--- config.mk ---
export PLATFORM = sky130hd
export DESIGN_NAME = twb_bitbang_reg
export DESIGN_NICKNAME = d
export VERILOG_FILES = /design/src/rtl/twb_bitbang_reg.sv
export SDC_FILE = /design/constraint.sdc
export NUM_CORES = 1
export LEC_CHECK = 0
export BUFFER_PORTS_ARGS = -buffer_cell sky130_fd_sc_hd__buf_4
export CAP_MARGIN = 5
export CORE_MARGIN = 4
export CORE_UTILIZATION = 23
export CTS_CLUSTER_SIZE = 24
export DETAILED_ROUTE_END_ITERATION = 8
export GPL_ROUTABILITY_DRIVEN = 1
export GPL_TIMING_DRIVEN = 0
export PLACE_DENSITY = 0.74
export RECOVER_POWER = 25
export SYNTH_ARGS = -nofsm -noshare
export SYNTH_HDL_FRONTEND = slang
export SYNTH_SLANG_ARGS = --single-unit
--- constraint.sdc ---
create_clock -name clk -period 3.7 [get_ports clk]
set_clock_uncertainty 0.1 [all_clocks]
set_input_delay 1.11 -clock clk [delete_from_list [all_inputs] [get_ports clk]]
set_output_delay 1.11 -clock clk [all_outputs]
set_load 0.02 [all_outputs]
--- src/rtl/twb_bitbang_reg.sv ---
module twb_bitbang_reg #(
  parameter int ADDR_W = 12,
  parameter int DATA_W = 32,
  parameter int SYNC_STAGES = 2,
  parameter logic [ADDR_W-1:0] SET_OFS = 12'h000,
  parameter logic [ADDR_W-1:0] CLR_OFS = 12'h004
) (
  input  logic              clk,
  input  logic              rst_n,
  input  logic              req,
  input  logic              we,
  input  logic [ADDR_W-1:0] addr,
  input  logic [DATA_W-1:0] wdata,
  output logic [DATA_W-1:0] rdata,
  output logic              err,
  input  logic              sda_in,
  output logic              scl_oe,
  output logic              sda_oe
);
  localparam int LINES = 2;

  logic [LINES-1:0]       lat;
  logic [SYNC_STAGES-1:0] sda_sync;
  logic                   hit_set, hit_clr, wr_set, wr_clr, rd_ok, sda_seen;
  logic                   unused_wdata_hi;

  assign hit_set = (addr == SET_OFS);
  assign hit_clr = (addr == CLR_OFS);
  assign wr_set  = req & we & hit_set;
  assign wr_clr  = req & we & hit_clr;
  assign rd_ok   = req & ~we & hit_set;
  assign unused_wdata_hi = ^wdata[DATA_W-1:LINES];

  always_ff @(posedge clk or negedge rst_n) begin
    if (!rst_n)      lat <= '1;
    else if (wr_set) lat <= lat | wdata[LINES-1:0];
    else if (wr_clr) lat <= lat & ~wdata[LINES-1:0];
  end

  always_ff @(posedge clk or negedge rst_n) begin
    if (!rst_n) sda_sync <= '1;
    else        sda_sync <= {sda_sync[SYNC_STAGES-2:0], sda_in};
  end
  assign sda_seen = sda_sync[SYNC_STAGES-1];

  assign rdata = rd_ok ? {{(DATA_W-LINES){1'b0}}, sda_seen, lat[0]}
               : (req & ~we) ? '1 : '0;
  assign err   = req & (we ? ~(hit_set | hit_clr) : ~hit_set);

  assign scl_oe = ~lat[0];
  assign sda_oe = ~lat[1];

  assert_set_data_releases_R2: assert property (@(posedge clk) disable iff (!rst_n)
    req && we && addr == SET_OFS && wdata[1] |=> !sda_oe);
  assert_clr_clock_pulls_R3: assert property (@(posedge clk) disable iff (!rst_n)
    req && we && addr == CLR_OFS && wdata[0] |=> scl_oe);
  assert_read_matches_pad_R5: assert property (@(posedge clk) disable iff (!rst_n)
    req && !we && addr == SET_OFS |-> rdata[0] == !scl_oe && rdata[DATA_W-1:LINES] == '0 && !err);
  assert_bad_read_ones_R7: assert property (@(posedge clk) disable iff (!rst_n)
    req && !we && addr != SET_OFS |-> rdata == '1 && err);
  assert_bad_write_stable_R8: assert property (@(posedge clk) disable iff (!rst_n)
    req && we && addr != SET_OFS && addr != CLR_OFS |=> $stable({scl_oe, sda_oe}));
  assert_idle_no_err_R9: assert property (@(posedge clk) disable iff (!rst_n)
    !req |-> !err);
endmodule

=== After elaboration in Yosys (flattened, before gate mapping) ===
Index checks and enable logic that the tools add are counted.

* Register bits: 4
* Output and inout bits: 35
* Word-level logic and storage cells: 25

* Eq/ne operators: 1
* Multiplexer cells: 5
* Bitwise operators: 15
* Reduce and logical (&&, ||, !) cells: 2

{| class="wikitable"
|+ Operator list
! cell !! count
|-
| $mux W32 || 2
|-
| $eq A12 B3 Y1 const B || 1
|-
| $logic_not A12 Y1 || 1
|-
| $and A1 B1 Y1 || 6
|-
| $not A1 Y1 || 5
|-
| $mux W2 || 2
|-
| $and A2 B2 Y2 || 1
|-
| $not A2 Y2 || 1
|-
| $or A2 B2 Y2 || 1
|-
| $reduce_bool A2 Y1 || 1
|-
| $mux W1 || 1
|-
| $or A1 B1 Y1 || 1
|}

=== Longest topological paths before layout ===
Gate-level depths: netlist (run 1).

* Word-level depth: 5
* Gate-level depth with buffers: 4

=== Worst setup path before layout (run 1) ===
No wires, ideal clock.

* Path kind: input -> output
* Start point: in addr[11]
* End point: out rdata[10]
* Slack: -334 ps
* Data required time: 2,490 ps
* Stages: 4
* Data arrival time: 2,824 ps
* Path through: or4_4 > or3_4 > o21a_1 > buf_4

* Longest elaborated chain between the ends: 3

{| class="wikitable"
|+ Ends and longest elaborated chain
! item !! line !! RTL
|-
| start, declared || 12 || <nowiki>input logic [ADDR_W-1:0] addr,</nowiki>
|-
| $logic_not A12 Y1 || 27 || <nowiki>assign hit_set = (addr == SET_OFS);</nowiki>
|-
| $and A1 B1 Y1 || 31 || <nowiki>assign rd_ok = req & ~we & hit_set;</nowiki>
|-
| $mux W32 || 46 || <nowiki>assign rdata = rd_ok ? {{(DATA_W-LINES){1'b0}}, sda_seen, lat[0]}</nowiki>
|-
| end, declared || 14 || <nowiki>output logic [DATA_W-1:0] rdata,</nowiki>
|}

Every way passes these cells.

=== Worst setup path in the final report (run 1) ===
* Start point: in addr[0]
* End point: out rdata[22]

Same word-level chain as after synthesis.

==> metrics.md, run 1 <==
| Metric | Value |
|---|---|
| Pins Over Slew Limit | 0 |
| Post-layout util | 66.9% |
| Sw frac | 31.8% |
| Most frequent cells in the layout | buf_6, buf_4, o21a_4, dfstp_2, clkbuf_4 |
| Root Buffer | clkbuf_4 |
| Dpl cell area | roughly 890 µm² |
| CP Data Arrival Time | ~2700 ps |
| Rows | 15 |
| Total track usage | between 15 and 20% |
| Switching power of the nets | 0.0765 mW |
| Setup ws final | -230 ps |
| Latest clock arrival within the worst-skew pair | roughly 230 ps |
| Clock sink count | 4 |
| Setup crit end | rdata[22] |
| Crit-path cells | buf_6 -> or4_4 -> or3_4 -> o21a_4 -> buf_4 -> buf_6 |
| Max incr delay on CP | 520 ps |
| Endpoint class of the critical path | output port |
| Antenna Cells | 0 |
| Leading area contributor after synthesis | buf_4 |
| Placeable Area | 1800 µm² |
| Worst slew pin tran | approximately 600 ps |
| Met1 Use GR | 16.7% |
| Commonest non-fill, non-tap cell in the layout | buf_6 |
| Final Total Pwr | 0.241 mW |
| R2R setup slack | about 2700 ps |
| Initial Utilization | between 20% and 30% |
| Final nets | approximately 160 |
| Routed Wire Length | about 2200 µm |
| Post-synth cell types | 12 |
| Hold buffers post-CTS | 0 |
| Synth top area share | 47.5% |
| Final instance area | between 1000 and 1500 µm² |
| HPWL after DPL | 1220 µm |
| CTS clock-pin slew for the worst setup and hold paths | 40 ps |
| Combinational Power Share | between 50% and 60% |
| Place WS | -306 ps |
| Hold Crit Start | sda_sync[0] |
| Global routing met3 resource utilization | 2.85% |
| I/O Buffers | 53 |
| Grt total ovfl | 0 |
| First-pass GRT wire length | around 3200 µm |
| Avg Cell Area, Syn | 8.98 µm² |
| Die H | around 53 µm |
| FF/Latch Area | 105 µm² |
| Vias | 555 |
| Filler Cell Count | between 100 and 150 |
| Final period utilization | 106% |
| Final hold vios | 0 |
| CTS buffer count | 3 |
| Area Overhead vs Synth | 163% |
| Clk buf depth | 2 |
| Hold WS | roughly 250 ps |
| Largest net degree at the start of global routing | 10 |
| CP Max Fanout | 8 |
| Max-Cap Viols | 0 |
| Fmax | 254 MHz |
| Static leakage | between 0.5 and 0.6 nW |
| Final min period | roughly 4000 ps |
| Max VDD drop | 0.000174 V |
| R2R cell count | 2 |
| Pwr/cell area | 199 nW/µm² |
| Die width | about 53 µm |
| DRT Pass-1 Iters | 4 |
| Ys Warns | 0 |
| RSZ-0062 raised after global routing | yes |
| Most frequent CP cell | buf_6 |
| Syn_nets | 100 |
| Violated checks | negative setup slack |
| Crit path from | addr[0] |
| Sequential share of power | between 10% and 20% |
| Vias in the first global route | just over 600 |
| DRC Markers | 0 |
| Gp weighted congestion | 0.665 |
| Mapped Cells | 51 |
| CTS tree | done |
| Internal power | 0.164 mW |
| Status | complete, but fails checks |
| Met2 usage | between 30% and 40% |
| WS Path Type | input port to output port |
| # setup viols final | 33 |
| Slew HR | 59.2% |
| Htree depth | 1 |
| Sequential area share after synthesis | a little under a quarter |
| Required @ worst endpoint | 2490 ps |
| Area occupied by multi-input gates | between 150 and 200 µm² |
| Routed Antenna Nets | 0 |
| DR WL/cell | between 15 and 20 µm |
| Synth Cell Area | 458 µm² |
| Num ports | between 80 and 90 |
| Top cells by area, synth | buf_4, dfstp_2, or4_4 |
| Initial antenna violation count | 0 |
| Hold Path Class | flop to flop |
| Vias per cell | slightly above 4 |
| First DRT Iteration DRCs | 10 |
| Proportion of layout cells with a drive suffix above 1 | slightly below 90% |
| Full die area | roughly 2800 µm² |
| Gr busiest metal | met2 |
| Slowest CP cell | or4_4 |
| Yosys reg bits | 4 |
| Clock power frac | between 20% and 30% |
| CP Launch Type | input port |
[metrics by stage]
step	std cells	TNS, ps
3_3_place_gp	129	-8830
5_1_grt	137	-7750
3_5_place_dp	129	-9120
4_1_cts	137	-6520
6_report	137	-6670
2_1_floorplan	51	-1350
[kinds of logic after synthesis]
group	after synthesis	share of synthesized area (%)
multiplexers	2	4.37
buffers and inverters	31	49.2
AO/OA/AOI/OAI	4	7.10
AND/OR/NAND/NOR	10	16.4
flip-flops	4	23.0
[how the worst min path moves through the flow]
stage,depth (start not counted),slack [ps],end
floorplan,0,250,sda_sync[1]
finish,0,250,sda_sync[1]
global route,0,250,sda_sync[1]
CTS,0,250,sda_sync[1]
detailed placement,0,250,sda_sync[1]
global placement,0,250,sda_sync[1]
[power by group through the flow]
stage / sequential (mW) / clock [mW] / combinational (mW)
2_1_floorplan: 0.0468 / 0 / 0.0571
3_3_place_gp: 0.0469 / 0 / 0.104
3_5_place_dp: 0.0469 / 0 / 0.105
4_1_cts: 0.0465 / 0.0571 / 0.137
5_1_grt: 0.0465 / 0.0583 / 0.146
6_report: 0.0465 / 0.0541 / 0.140
[synthesized netlist by cell type (all sizes together)]
cell type,n
buf,29
dfstp,4
inv,2
mux2i,2
nand3,2
nor2b,2
nor4,2
o21a,2
o31a,2
or3,2
or4,2
[layout make-up]
cell class                      instances  area share, %
Buffer                                 29           26.1
Clock buffer                            3           1.87
Inverter                                2          0.622
Multi-Input combinational cell         19           14.9
Sequential cell                         4           8.71
Tap cell                               25           2.59
Timing Repair Buffer                   55           45.1
[worst max-delay path: cells and delay by family]
| kind | cells | cell delay, ps |
|---|---|---|
| compound gates | 1 | 270 |
| buf+inv | 3 | 360 |
| simple gates | 2 | 980 |
[per-layer routing]
metal / up-vias / wire [µm]
met5: - / 0
met4: 0 / 33
met3: 2 / 86
met2: 17 / 1370
met1: 266 / 666
li1: 270 / -
[what timing repair did]
action	in CTS	in global routing
setup buffers	2	0
endpoints found under the setup margin	33	33
cloned	3	0
resized for setup	62	3
pin swaps	9	6
(Power assumes the default switching activity.)
==> inputs of run 2 (changes only) <==
--- a/config.mk
+++ b/config.mk
@@ -6,14 +6,13 @@
 export NUM_CORES = 1
 export LEC_CHECK = 0
 export BUFFER_PORTS_ARGS = -buffer_cell sky130_fd_sc_hd__buf_4
-export CAP_MARGIN = 5
 export CORE_MARGIN = 4
 export CORE_UTILIZATION = 23
 export CTS_CLUSTER_SIZE = 24
 export DETAILED_ROUTE_END_ITERATION = 8
 export GPL_ROUTABILITY_DRIVEN = 1
 export GPL_TIMING_DRIVEN = 0
-export PLACE_DENSITY = 0.74
+export PLACE_DENSITY = 0.75
 export RECOVER_POWER = 25
 export SYNTH_ARGS = -nofsm -noshare
 export SYNTH_HDL_FRONTEND = slang
==> metrics.md, run 2 (synthesis results as in run 1) <==
| Metric | Value |
|---|---|
| Slew HR | between 50% and 60% |
| Max-Cap Viols | 0 |
| Clk buf depth | 2 |
| CTS tree | done |
| Max incr delay on CP | 500 ps |
| CP Max Fanout | 8 |
| First DRT Iteration DRCs | 6 |
| Vias in the first global route | 621 |
| Num ports | between 80 and 90 |
| Routed Wire Length | around 2200 µm |
| HPWL after DPL | 1220 µm |
| Clock sink count | 4 |
| # setup viols final | 33 |
| Status | complete, but fails checks |
| Hold Path Class | flop to flop |
| WP buf/inv | 3 |
| Worst slew pin tran | 619 ps |
| Fmax | roughly 260 MHz |
| Violated checks | negative setup slack |
| Antenna Cells | 0 |
| CP Data Arrival Time | approximately 2700 ps |
| Static leakage | 0.606 nW |
| Htree depth | 1 |
| Pwr/cell area | about 200 nW/µm² |
| Final min period | 3920 ps |
| Routed Antenna Nets | 0 |
| Total track usage | 16.1% |
| Rows | 15 |
| Endpoint class of the critical path | output port |
| CP Launch Type | input port |
| Required @ worst endpoint | between 2000 and 2500 ps |
| Most frequent CP cell | buf_6 |
| WS Path Type | input port to output port |
| Latest clock arrival within the worst-skew pair | 250 ps |
| CTS clock-pin slew for the worst setup and hold paths | 50 ps |
| DRT Pass-1 Iters | 4 |
| Hold WS | about 240 ps |
| Setup ws final | -221 ps |
| Area Overhead vs Synth | 168% |
| Die width | between 50 and 60 µm |
| Proportion of layout cells with a drive suffix above 1 | just under 90% |
| Largest net degree at the start of global routing | 10 |
| Crit-path cells | buf_4 -> or4_4 -> or3_4 -> o21a_4 -> buf_6 -> buf_6 |
| Grt total ovfl | 0 |
| Most frequent cells in the layout | buf_6, buf_4, o21a_4, dfstp_2, clkbuf_4 |
| Vias per cell | between 4 and 5 |
| Gp weighted congestion | between 0.6 and 0.7 |
| Root Buffer | clkbuf_4 |
| Full die area | between 2000 and 3000 µm² |
| Final hold vios | 0 |
| Final nets | between 150 and 200 |
| CTS buffer count | 3 |
| First-pass GRT wire length | 3130 µm |
| DRC Markers | 0 |
| Dpl cell area | between 800 and 900 µm² |
| Vias | 570 |
| I/O Buffers | 53 |
| Placeable Area | 1800 µm² |
| Final period utilization | 106% |
| Slowest CP cell | or4_4 |
| Commonest non-fill, non-tap cell in the layout | buf_6 |
| RSZ-0062 raised after global routing | yes |
| Initial antenna violation count | 0 |
| Family with the most delay on the worst path | simple AND/OR/NAND/NOR gates |
| Final instance area | roughly 1200 µm² |
| FF/Latch Area | between 100 and 150 µm² |
| DR WL/cell | around 16 µm |
| Max VDD drop | approximately 0.00017 V |
| Pins Over Slew Limit | 0 |
| Area occupied by multi-input gates | approximately 180 µm² |
| Filler Cell Count | between 100 and 150 |
| Final Total Pwr | 0.247 mW |
| Die H | 52.6 µm |
| Initial Utilization | between 20 and 30% |
## run 2: layout make-up
cell class | count | area share, %
plain buffers | 29 | 26.6
clock buffers | 3 | 1.83
inverters | 2 | 0.611
multi-input cells | 19 | 14.7
flip-flops and latches | 4 | 8.55
well taps | 25 | 2.55
repair buffers | 56 | 45.2
## run 2: what timing repair did
action | 4_1_cts | 5_1_grt
setup buffers | 2 | 1
gates resized for setup | 64 | 5
pin swaps | 8 | 5
hold buffers | 0 | 0
setup endpoints to repair | 33 | 33
gates cloned | 3 | 0
## run 2: worst reg2reg max path: stages, from the launching register on
cell and delay [ps]:
dfstp_2 530, inv_1 60, mux2i_1 190
## run 2: final timing paths
path                                   from     endpoint  slack (ps)  cells after the start
worst min register to register  sda_sync[0]  sda_sync[1]         240                      0
max in group asynchronous             rst_n    async pin        2650                      1
worst max-delay path               addr[10]    rdata[19]        -220                      6
min in group asynchronous             rst_n  sda_sync[1]         810                      1
worst min-delay path            sda_sync[0]  sda_sync[1]         240                      0
worst max register to register         flop         flop        2740                      2
## run 2: where the power goes
group          internal (mW)  switching (mW)
Clock                 0.0365          0.0217
Sequential            0.0461        0.000503
Combinational         0.0827          0.0590
## run 2: per-stage QoR
stage | setup slack (ps) | utilization (%) | std cells | setup TNS [ps]
after floorplan | -46.6 | - | 51 | -1350
after global placement | -290 | 49.7 | 129 | -8750
after detailed placement | -315 | 49.7 | 129 | -9340
after CTS | -242 | 66.9 | 137 | -6650
after global routing | -249 | 68.2 | 138 | -7440
final | -221 | 68.2 | 138 | -6610
## run 2: layer usage
metal  track usage (%)  up-vias  share of wire [%]  routed length, µm
met5                 0        -                  0                  0
met4              8.51        0                3.4                 75
met3              2.56        6                2.5                 54
met2              32.9       19                 63               1380
met1              14.6      271                 31                682
li1                  -      274                  -                  -
